File: config.mk
export PLATFORM = sky130hd
export DESIGN_NAME = serialAdder
export DESIGN_NICKNAME = d
export VERILOG_FILES = /design/src/rtl/serAdd_pkg.sv /design/src/rtl/serAddBitCell.sv /design/src/rtl/serAddCtrl.sv /design/src/rtl/serAddDatapath.sv /design/src/rtl/serialAdder.sv
export SDC_FILE = /design/constraint.sdc
export NUM_CORES = 1
export LEC_CHECK = 0
export ABC_AREA = 1
export BUFFER_PORTS_ARGS = -buffer_cell sky130_fd_sc_hd__buf_2
export CAP_MARGIN = 30
export CORE_MARGIN = 2
export CORE_UTILIZATION = 58
export CTS_BUF_LIST = sky130_fd_sc_hd__clkbuf_4 sky130_fd_sc_hd__clkbuf_8
export DETAILED_ROUTE_END_ITERATION = 7
export PLACE_DENSITY_LB_ADDON = 0.12
export SYNTH_ARGS = -nofsm -noshare
export SYNTH_HDL_FRONTEND = slang
export SYNTH_SLANG_ARGS = --single-unit
File: constraint.sdc
create_clock -name clk -period 2.4 [get_ports clk]
set_clock_uncertainty 0.05 [all_clocks]
set_input_delay 0.72 -clock clk [delete_from_list [all_inputs] [get_ports clk]]
set_output_delay 0.72 -clock clk [all_outputs]
set_load 0.02 [all_outputs]
File: src/rtl/serAdd_pkg.sv
`timescale 1ns/1ps
package serAdd_pkg;
  // strobes from the sequencer to the datapath
  typedef struct packed {
    logic load;   // parallel load of both operands, clear carry
    logic shift;  // one bit-serial step
  } stepCtrl_t;
endpackage

File: src/rtl/serAddBitCell.sv
`timescale 1ns/1ps
module serAddBitCell (
  input  logic aBit,
  input  logic bBit,
  input  logic cIn,
  output logic sBit,
  output logic cOut
);
  always_comb begin
    sBit = aBit ^ bBit ^ cIn;
    cOut = (aBit & bBit) | (aBit & cIn) | (bBit & cIn);
  end
endmodule

File: src/rtl/serAddCtrl.sv
`timescale 1ns/1ps
module serAddCtrl
  import serAdd_pkg::*;
#(
  parameter int W = 8
) (
  input  logic      clk,
  input  logic      rst,
  input  logic      start,
  output stepCtrl_t strobe,
  output logic      busy,
  output logic      done
);
  localparam int CW = (W > 1) ? $clog2(W) : 1;
  localparam logic [CW-1:0] LAST = CW'(W - 1);

  logic          running;
  logic [CW-1:0] stepCnt;
  logic          doneQ;

  always_comb begin
    strobe.load  = !running && start;
    strobe.shift = running;
  end

  always_ff @(posedge clk) begin
    if (rst) begin
      running <= 1'b0;
      stepCnt <= '0;
      doneQ   <= 1'b0;
    end else begin
      doneQ <= 1'b0;
      if (!running) begin
        if (start) begin
          running <= 1'b1;
          stepCnt <= '0;
        end
      end else if (stepCnt == LAST) begin
        running <= 1'b0;
        stepCnt <= '0;
        doneQ   <= 1'b1;
      end else begin
        stepCnt <= stepCnt + 1'b1;
      end
    end
  end

  assign busy = running;
  assign done = doneQ;

  // done lasts one cycle only
  a_r3_done_single: assert property (@(posedge clk) disable iff (rst)
    doneQ |=> !doneQ);
  // done appears exactly as busy falls
  a_r3_done_at_fall: assert property (@(posedge clk) disable iff (rst)
    doneQ |-> (!running && $past(running)));
  // a pass cannot end early, whatever start does
  a_r5_no_early_exit: assert property (@(posedge clk) disable iff (rst)
    (running && stepCnt != LAST) |=> (running && stepCnt == $past(stepCnt) + 1'b1));
  // counter sits at zero whenever idle
  a_r7_idle_count_zero: assert property (@(posedge clk) disable iff (rst)
    !running |-> (stepCnt == '0));
endmodule

File: src/rtl/serAddDatapath.sv
`timescale 1ns/1ps
module serAddDatapath
  import serAdd_pkg::*;
#(
  parameter int W = 8
) (
  input  logic         clk,
  input  logic         rst,
  input  stepCtrl_t    strobe,
  input  logic [W-1:0] opA,
  input  logic [W-1:0] opB,
  output logic [W-1:0] accum,
  output logic         carryFlag
);
  logic [W-1:0] aReg;
  logic [W-1:0] bReg;
  logic         carryQ;
  logic         sumBit;
  logic         carryNext;

  serAddBitCell cell_i (
    .aBit (aReg[0]),
    .bBit (bReg[0]),
    .cIn  (carryQ),
    .sBit (sumBit),
    .cOut (carryNext)
  );

  always_ff @(posedge clk) begin
    if (rst) begin
      aReg   <= '0;
      bReg   <= '0;
      carryQ <= 1'b0;
    end else if (strobe.load) begin
      aReg   <= opA;
      bReg   <= opB;
      carryQ <= 1'b0;
    end else if (strobe.shift) begin
      aReg   <= {sumBit, aReg[W-1:1]};
      bReg   <= {bReg[0], bReg[W-1:1]};
      carryQ <= carryNext;
    end
  end

  assign accum     = aReg;
  assign carryFlag = carryQ;

  // a load takes opA and starts with no carry
  a_r4_load_clears_carry: assert property (@(posedge clk) disable iff (rst)
    strobe.load |=> (carryQ == 1'b0 && aReg == $past(opA)));
  // untouched operand bits move down one place per step
  a_r6_low_bits_move: assert property (@(posedge clk) disable iff (rst)
    strobe.shift |=> (aReg[W-2:0] == $past(aReg[W-1:1])));
  // no strobe, no change
  a_r8_idle_hold: assert property (@(posedge clk) disable iff (rst)
    !(strobe.load || strobe.shift) |=> ($stable(aReg) && $stable(carryQ)));
  // never load and shift together
  a_r5_single_strobe: assert property (@(posedge clk) disable iff (rst)
    $onehot0({strobe.load, strobe.shift}));
endmodule

File: src/rtl/serialAdder.sv
`timescale 1ns/1ps
module serialAdder #(
  parameter int W = 8
) (
  input  logic         clk,
  input  logic         rst,
  input  logic         start,
  input  logic [W-1:0] opA,
  input  logic [W-1:0] opB,
  output logic         busy,
  output logic         done,
  output logic [W-1:0] accum,
  output logic         carryFlag
);
  serAdd_pkg::stepCtrl_t strobe;

  serAddCtrl #(.W(W)) ctrl_i (
    .clk    (clk),
    .rst    (rst),
    .start  (start),
    .strobe (strobe),
    .busy   (busy),
    .done   (done)
  );

  serAddDatapath #(.W(W)) dp_i (
    .clk       (clk),
    .rst       (rst),
    .strobe    (strobe),
    .opA       (opA),
    .opB       (opB),
    .accum     (accum),
    .carryFlag (carryFlag)
  );
endmodule

==> results of run 1 <==
[power by group]
group	switching, uW	internal, uW	leakage (uW)
combinational	83.0	50.3	0.000581
clock	107	92.5	0.0000210
sequential	14.9	385	0.000180
[path summary, 6_finish.rpt]
kind	slack, ns	end	cells after the start
min	0.45	ctrl_i.stepCnt[1]$_SDFFE_PP0P_	2
max reg2reg	0.92	dp_i.bReg[1]$_SDFFE_PP0P_	6
max	0.74	accum[0]	1
min reg2reg	0.45	ctrl_i.stepCnt[1]$_SDFFE_PP0P_	2
[area by class of cell]
cell class                      instances  area (um2)  area share
Sequential cell                        22         440       0.329
Multi-Input combinational cell        100         608       0.454
Clock buffer                            4        36.3      0.0271
Tap cell                               27        33.8      0.0252
Inverter                               18        67.6      0.0505
Timing Repair Buffer                   30         153       0.114
[placed cells by master (no fill, tap or decap), types with 2 or more instances in the layout]
| cell type | Yosys | final |
|---|---|---|
| nand2_1 | 43 | 43 |
| dfxtp_1 | 22 | 22 |
| nand3_1 | 14 | 14 |
| inv_1 | 17 | 17 |
| nand2_2 | 10 | 10 |
| a21oi_1 | 2 | 2 |
| buf_2 | 0 | 29 |
| clkbuf_4 | 1 | 3 |
| nand3_2 | 20 | 20 |
| nor2_1 | 3 | 3 |
| ha_1 | 3 | 3 |
[through the flow]
| stage | instances | utilization | area, um2 | setup slack [ns] |
|---|---|---|---|---|
| 5_1_grt | 201 | 0.682 | 1340 | 0.689 |
| 6_report | 201 | 0.682 | 1340 | 0.738 |
| 4_1_cts | 201 | 0.682 | 1340 | 0.722 |
| 2_1_floorplan | 150 | - | 1190 | 0.978 |
| 3_3_place_gp | 197 | 0.664 | 1300 | 0.514 |
| 3_5_place_dp | 197 | 0.664 | 1300 | 0.461 |
[kinds of logic (layout without fill, tap and decap cells)]
group           Yosys count  in the layout  share of synthesized area
simple gates             92             92                      0.438
buf+inv                  28             52                      0.123
flops                    22             22                      0.369
fa+ha+maj                 4              4                     0.0482
compound gates            4              4                     0.0230
[layer usage]
metal | GRT usage | up-vias
met2 | 0.360 | 28
met4 | 0.0833 | 0
li1 | - | 513
met1 | 0.219 | 461
met3 | 0.0460 | 6
met5 | 0 | -
[worst register-to-register path, delay by kind of cell (launching register included)]
kind	cells	cell delay, ns
and+or+nand+nor	4	0.79
DFF	1	0.33
buffers and inverters	2	0.27
[sequential cells by signal (all words and copies together) (netlist names)]
register and flops:
ctrl_i.busy 1, ctrl_i.done 1, ctrl_i.stepCnt 3, dp_i.accum 8, dp_i.bReg 8, dp_i.carryFlag 1
==> run_results.csv, run 1 <==
group,metric,value,unit
status,status,"finished, final reports clean",
floorplanning,design.core.area,0.00196,mm2
layout,fillCellCount,195,
global_routing,grt_max_degree,25,
clocking,cts_root_buffer,"clkbuf_4",
worst_setup_path,slowest_stage,"dfxtp_1",
yosys,yosysSeqAreaShare,0.369,
worst_setup_path,cp_slowest_stage_delay,0.40,ns
worst_setup_path,cp-end-kind,"output pin",
yosys,synthFlopType,"dfxtp_1",
yosys,syn_nets,173,
clocking,htree_levels,1,
yosys,synth.top_cell.area_share,0.369,
yosys,syn-cell-area,0.00119,mm2
routing,ant_nets,0,
timing,slew_viol_final,0,
timing,max_slew.worst_pin.slew,0.592,ns
yosys,synth_cell_types,19,
timing,slew_headroom,0.605,
timing,whs,0.452,ns
worst_setup_path,path_buf_inv,1,
clocking,cts_setup_buffers,0,
worst_hold_path,hold_class,"register to register",
routing,vias_per_cell,5.01,
clocking,cts_tree,"done",
worst_setup_path,cpLargestDelayFamily,"flip-flops",
clocking,path_clk_slew,0.12,ns
floorplanning,die_w,49.4,um
routing,wl,2200,um
power_and_ir_drop,finalPower,733,uW
placement,gp_congestion,0.756,
global_routing,grt_pass1_wl,3770,um
placement,dpl.hpwl,1630,um
power_and_ir_drop,ir_drop,391,uV
worst_setup_path,crit_start,"dp_i.accum[0]$_SDFFE_PP0P_",
yosys,yosysTopAreaCell,"dfxtp_1",
power_and_ir_drop,power.density,548,mW/mm2
timing,rsz0062_at_grt,"false",
global_routing,grt.total_usage,0.198,
timing,max_freq,602,MHz
yosys,syn_avg_cell_area,7.97,um2
worst_setup_path,path_class,"register to output pin",
yosys,async_flop_share,0,
routing,firstDrtPassIters,4,
floorplanning,die-area,0.00244,mm2
placement,port_buffers,29,
power_and_ir_drop,power.leakage,0.000782,uW
timing,final.setup.tns,0,ns
clocking,cts_resized,0,
run,cap_violations,0,
clocking,clock-sinks,22,
timing,setup_viol,0,
global_routing,grt-ovfl-total,0,
floorplanning,start_util,0.609,
yosys,synthTopCellsByArea,"dfxtp_1 37%, nand3_2 17%, nand2_1 14%",
routing,top_layer,"met4",
yosys,synth.most_common_cell,"nand2_1",
yosys,synth_warnings,0,
global_routing,grt_pass1_vias,927,
floorplanning,die_h,49.4,um
routing,wl_met1,903,um
floorplanning,ios,30,
routing,via_count,1008,
timing,hold_viol_final,0,
global_routing,antenna_found_initial,0,
layout,area_growth,12.0,%
worst_setup_path,r2r_start,"ctrl_i.busy$_SDFF_PP0_",
timing,finalCriticalPeriod,1.66,ns
routing,drc,0,
worst_setup_path,arrival,0.89,ns
yosys,synth-edff-count,0,
layout,layout.nets,198,
worst_setup_path,path_max_fanout,3,
yosys,synth-seq-cells,22,
routing,detail_route.wl_per_cell,10.9,um
worst_hold_path,hold_start,"ctrl_i.stepCnt[1]$_SDFFE_PP0P_",
clocking,insertion_delay,0.30,ns
clocking,clockBufferDepth,2,
worst_setup_path,worstSetupStartpointType,"register",
yosys,synth_common_cells,"43 x nand2_1, 22 x dfxtp_1, 20 x nand3_2",
clocking,cts_made_buffers,3,
clocking,cts_hold_buf,0,
layout,n_antenna_cell,0,
routing,drtIter0Drc,15,
floorplanning,num_rows,16,
worst_setup_path,path_cells,"buf_2",
yosys,syn_inst,150,
layout,drive_gt1_frac,0.385,
timing,layout_worst_path_cycle_share,0.692,
worst_setup_path,critical_path_required,1.63,ns
routing,wl_met3,119,um
routing,wl_met2,1120,um
(Power assumes the default switching activity.)
==> run 2, diff against run 1 <==
- CORE_UTILIZATION: 58 -> 54
- clock period: 2.4 -> 1.7 ns (I/O delays scaled with it)
==> run_results.csv, run 2 (same netlist as run 1, synthesis figures left out) <==
group,metric,value,unit
status,status,"finished, final reports clean",
placement,dpl.hpwl,1650,um
timing,setup_viol,0,
layout,n_antenna_cell,0,
worst_setup_path,path_cells,"buf_2",
run,cap_violations,0,
placement,gp_congestion,0.774,
global_routing,grt_max_degree,22,
power_and_ir_drop,power.share.clock,0.228,
layout,area_growth,14.6,%
clocking,cts_root_buffer,"clkbuf_4",
power_and_ir_drop,ir_drop,395,uV
timing,layout_worst_path_cycle_share,0.861,
power_and_ir_drop,power.density,727,mW/mm2
timing,rsz0062_at_grt,"false",
floorplanning,die_w,51.0,um
worst_setup_path,crit_start,"dp_i.accum[0]$_SDFFE_PP0P_",
worst_setup_path,cp-end-kind,"output pin",
clocking,cts_made_buffers,3,
layout,layout_common_cells,"43 x nand2_1, 29 x buf_2, 22 x dfxtp_1, 20 x nand3_2, 17 x inv_1",
routing,via_count,987,
power_and_ir_drop,p_sw,285,uW
power_and_ir_drop,swShare,0.287,
floorplanning,die-area,0.00261,mm2
global_routing,grt_pass1_wl,3810,um
clocking,clock-sinks,22,
worst_setup_path,critical_path_required,1.14,ns
clocking,insertion_delay,0.30,ns
worst_setup_path,cp_slowest_stage_delay,0.41,ns
clocking,htree_levels,1,
floorplanning,ios,30,
routing,vias_per_cell,4.81,
worst_setup_path,slowest_stage,"dfxtp_1",
layout,layout_commonest_cell,"nand2_1",
global_routing,grt-ovfl-total,0,
routing,detail_route.wl_per_cell,10.9,um
power_and_ir_drop,sequentialPowerShare,0.569,
global_routing,antenna_found_initial,0,
worst_setup_path,cpLargestDelayFamily,"flip-flops",
worst_hold_path,hold_class,"input port to register",
global_routing,grt_pass1_vias,930,
floorplanning,die_h,51.0,um
timing,finalCriticalPeriod,1.46,ns
timing,final.setup.tns,0,ns
routing,ant_nets,0,
routing,drtIter0Drc,7,
timing,slew_viol_final,0,
layout,fin_cells,205,
timing,slew_headroom,0.774,
routing,wl,2240,um
clocking,cts_hold_buf,0,
floorplanning,start_util,0.556,
layout,drive_gt1_frac,0.395,
timing,max_slew.worst_pin.slew,0.338,ns
power_and_ir_drop,p_int,709,uW
worst_setup_path,path_buf_inv,1,
routing,firstDrtPassIters,4,
clocking,path_clk_slew,0.11,ns
timing,max_freq,683,MHz
clocking,cts_setup_buffers,0,
layout,fillCellCount,213,
power_and_ir_drop,power.leakage,0.000799,uW
floorplanning,design.core.area,0.00215,mm2
timing,hold_viol_final,0,
global_routing,grt.total_usage,0.197,
worst_setup_path,worstSetupStartpointType,"register",
clocking,cts_tree,"done",
layout,layout.nets,202,
worst_setup_path,arrival,0.90,ns
power_and_ir_drop,comb_power_share,0.203,
routing,drc,0,
worst_hold_path,hold_start,"rst",
clocking,cts_resized,0,
floorplanning,num_rows,17,
clocking,clockBufferDepth,2,
placement,port_buffers,29,
worst_setup_path,r2r_start,"dp_i.accum[0]$_SDFFE_PP0P_",
worst_setup_path,path_class,"register to output pin",
worst_setup_path,path_max_fanout,3,
placement,placed_cells,202,
## run 2: layout make-up
| type | instances | area, um2 | share of cell area |
|---|---|---|---|
| clock buffers | 3 | 22.5 | 0.0165 |
| inverters | 18 | 67.6 | 0.0494 |
| multi-input cells | 100 | 608 | 0.444 |
| flip-flops and latches | 22 | 440 | 0.322 |
| well taps | 28 | 35.0 | 0.0256 |
| repair buffers | 34 | 195 | 0.143 |
## run 2: layer usage
| layer | vias up | GRT usage | part of all wire | wire, um |
|---|---|---|---|---|
| met3 | 2 | 0.0380 | 0.035 | 79 |
| met5 | - | 0 | 0 | 0 |
| li1 | 522 | - | - | - |
| met4 | 0 | 0.0856 | 0.0071 | 16 |
| met1 | 446 | 0.233 | 0.44 | 980 |
| met2 | 17 | 0.342 | 0.52 | 1160 |
## run 2: final timing paths
kind,end,slack [ns],cells past startpoint
max,accum[0],0.24,1
max reg2reg,dp_i.accum[7]$_SDFFE_PP0P_,0.45,5
min reg2reg,ctrl_i.stepCnt[1]$_SDFFE_PP0P_,0.42,2
min,ctrl_i.stepCnt[1]$_SDFFE_PP0P_,0.36,2
## run 2: through the flow
step	area [um2]	worst slack (ns)	hold WS [ns]	utilization	power [uW]
2_1_floorplan	1190	0.426	0.387	-	723
3_3_place_gp	1350	0.367	0.401	0.627	777
5_1_grt	1370	0.189	0.343	0.637	1060
3_5_place_dp	1350	0.358	0.411	0.627	782
6_report	1370	0.237	0.358	0.637	994
4_1_cts	1370	0.220	0.344	0.637	1010
## run 2: power groups by stage
stage | logic, uW | registers, uW | clock network, uW
final | 202 | 566 | 226
after global routing | 228 | 570 | 260
after CTS | 205 | 566 | 241
after detailed placement | 205 | 577 | 0
after global placement | 200 | 576 | 0
after floorplan | 132 | 591 | 0
## run 2: worst register-to-register path: stages, from the launching register on
cell     delay (ns)
dfxtp_1        0.41
fa_1           0.44
nand2_1        0.09
nand3_2        0.07
nand2_1        0.06
inv_1          0.04
==> run 3, diff against run 2 <==
- MAX_ROUTING_LAYER: unset -> met4
- SYNTH_HIERARCHICAL: unset -> 1
==> run_results.csv, run 3 <==
group,metric,value,unit
yosys,synth_xor_xnor_area_share,0,
global_routing,grt_max_degree,20,
clocking,cts_setup_buffers,0,
timing,slew_viol_final,0,
routing,drc,0,
placement,dpl.hpwl,1680,um
yosys,synth-simple-area-share,0.342,
clocking,clock-sinks,22,
worst_setup_path,arrival,1.06,ns
yosys,yosysTopAreaCell,"dfxtp_1",
layout,multi_input_area,573,um2
worst_hold_path,hold_class,"input port to register",
floorplanning,num_rows,16,
clocking,insertion_delay,0.32,ns
yosys,synth-seq-cells,22,
timing,slew_headroom,0.805,
timing,rsz0062_at_grt,"false",
status,status,"finished, final reports clean",
timing,hold_viol_final,0,
power_and_ir_drop,power.share.clock,0.270,
layout,drive_gt1_frac,0.259,
power_and_ir_drop,power.leakage,0.000732,uW
clocking,clockBufferDepth,2,
yosys,yosysSeqAreaShare,0.378,
yosys,synth.top_cell.area_share,0.378,
worst_setup_path,cpLargestDelayFamily,"flip-flops",
clocking,cts_made_buffers,3,
worst_setup_path,path_class,"register to output pin",
layout,layout_commonest_cell,"nand2_1",
timing,setup_viol,0,
clocking,cts_root_buffer,"clkbuf_4",
clocking,path_clk_slew,0.13,ns
global_routing,antenna_found_initial,0,
worst_setup_path,path_buf_inv,1,
floorplanning,start_util,0.581,
routing,wl,2370,um
placement,gp_congestion,0.765,
layout,layout_common_cells,"75 x nand2_1, 29 x buf_2, 22 x dfxtp_1, 19 x inv_1",
placement,dpl_cell_area,0.00131,mm2
placement,port_buffers,29,
clocking,htree_levels,1,
yosys,synth-edff-count,0,
worst_setup_path,cp.depth,1,
yosys,synth_mux_area_frac,0,
yosys,syn-cell-area,0.00116,mm2
layout,regArea,440,um2
power_and_ir_drop,sequentialPowerShare,0.525,
yosys,synthTopCellsByArea,"dfxtp_1 38%, nand2_1 24%, a21oi_2 7.5%",
worst_setup_path,path_max_fanout,9,
power_and_ir_drop,comb_power_share,0.205,
floorplanning,design.core.area,0.00200,mm2
yosys,synth.most_common_cell,"nand2_1",
global_routing,grt_pass1_vias,1011,
power_and_ir_drop,swShare,0.302,
clocking,cts_tree,"done",
yosys,synth_warnings,6,
yosys,synth_compound_area_frac,0.101,
yosys,syn_nets,188,
yosys,synth_common_cells,"75 x nand2_1, 22 x dfxtp_1, 19 x inv_1",
routing,detail_route.wl_per_cell,10.8,um
floorplanning,ios,30,
yosys,syn_avg_cell_area,7.05,um2
worst_setup_path,worst-r2r-cell-count,5,
routing,via_count,1047,
floorplanning,die_w,50.4,um
layout,fillCellCount,190,
worst_setup_path,path_cells,"buf_2",
floorplanning,die_h,50.4,um
worst_setup_path,slowest_stage,"dfxtp_1",
yosys,async_flop_share,0,
yosys,synth_cell_types,21,
timing,max_slew.worst_pin.slew,0.292,ns
yosys,synth_top_family_by_area,"simple AND/OR/NAND/NOR gates",
timing,max_freq,618,MHz
yosys,syn_inst,165,
run,cap_violations,0,
power_and_ir_drop,ir_drop,516,uV
worst_setup_path,critical_path_required,1.14,ns
yosys,synthFlopType,"dfxtp_1",
worst_setup_path,cp_slowest_stage_delay,0.51,ns
routing,firstDrtPassIters,4,
timing,final.setup.tns,0,ns
floorplanning,die-area,0.00254,mm2
yosys,synth_fa_ha_area_frac,0.0495,
worst_hold_path,hold_depth,2,
power_and_ir_drop,p_sw,333,uW
layout,layout.nets,217,
layout,final_cell_area,0.00134,mm2
global_routing,grt-ovfl-total,0,
power_and_ir_drop,p_int,771,uW
worst_setup_path,cp-end-kind,"output pin",
clocking,cts_resized,0,
layout,n_antenna_cell,0,
global_routing,grt_pass1_wl,4170,um
routing,drtIter0Drc,13,
power_and_ir_drop,power.density,823,mW/mm2
clocking,cts_hold_buf,0,
routing,ant_nets,0,
timing,layout_worst_path_cycle_share,0.951,
timing,finalCriticalPeriod,1.62,ns
global_routing,grt.total_usage,0.221,
routing,vias_per_cell,4.76,
worst_setup_path,worstSetupStartpointType,"register",
layout,area_growth,15.3,%
-- run 3: through the flow --
| step | hold slack (ns) | worst slack [ns] | total power [uW] | utilization | cells |
|---|---|---|---|---|---|
| after floorplan | 0.386 | 0.331 | 760 | - | 165 |
| after detailed placement | 0.407 | 0.185 | 818 | 0.652 | 216 |
| after global placement | 0.404 | 0.214 | 810 | 0.652 | 216 |
| final | 0.374 | 0.0827 | 1100 | 0.670 | 220 |
| after CTS | 0.368 | 0.0696 | 1110 | 0.670 | 220 |
| after global routing | 0.392 | 0.0282 | 1160 | 0.670 | 220 |
-- run 3: path summary, 6_finish.rpt --
check,from,to,slack [ns]
worst max register to register,ctrl_i/busy$_SDFF_PP0_,dp_i/accum[2]$_SDFFE_PP0P_,0.29
worst min register to register,ctrl_i/stepCnt[1]$_SDFFE_PP0P_,ctrl_i/stepCnt[1]$_SDFFE_PP0P_,0.43
worst max-delay path,ctrl_i/busy$_SDFF_PP0_,busy,0.08
worst min-delay path,rst,ctrl_i/stepCnt[1]$_SDFFE_PP0P_,0.37
-- run 3: cells by family (layout without fill, tap and decap cells) --
kind of cell	count (synthesis)	after routing
adders and majority gates	4	4
and+or+nand+nor	96	96
AOI/OAI and AO/OA	15	15
buffers and inverters	28	56
DFF	22	22
-- run 3: power by group through the flow --
stage	combinational (uW)	sequential [uW]	clock (uW)
after floorplan	153	607	0
after global placement	221	590	0
after CTS	227	580	304
after global routing	255	586	322
after detailed placement	227	592	0
final	226	580	298
-- run 3: per-layer routing --
metal	wire, um	vias up	share of wire	GRT usage
met5	0	-	0	-
met4	34	0	0.014	0.104
met3	91	4	0.038	0.0268
met2	1160	20	0.49	0.368
met1	1090	471	0.46	0.266
li1	-	552	-	-
-- run 3: area by class of cell --
type / count / share of cell area
multi-input cells: 115 / 0.427
flip-flops and latches: 22 / 0.328
repair buffers: 32 / 0.134
inverters: 20 / 0.0578
clock buffers: 4 / 0.0271
well taps: 27 / 0.0252
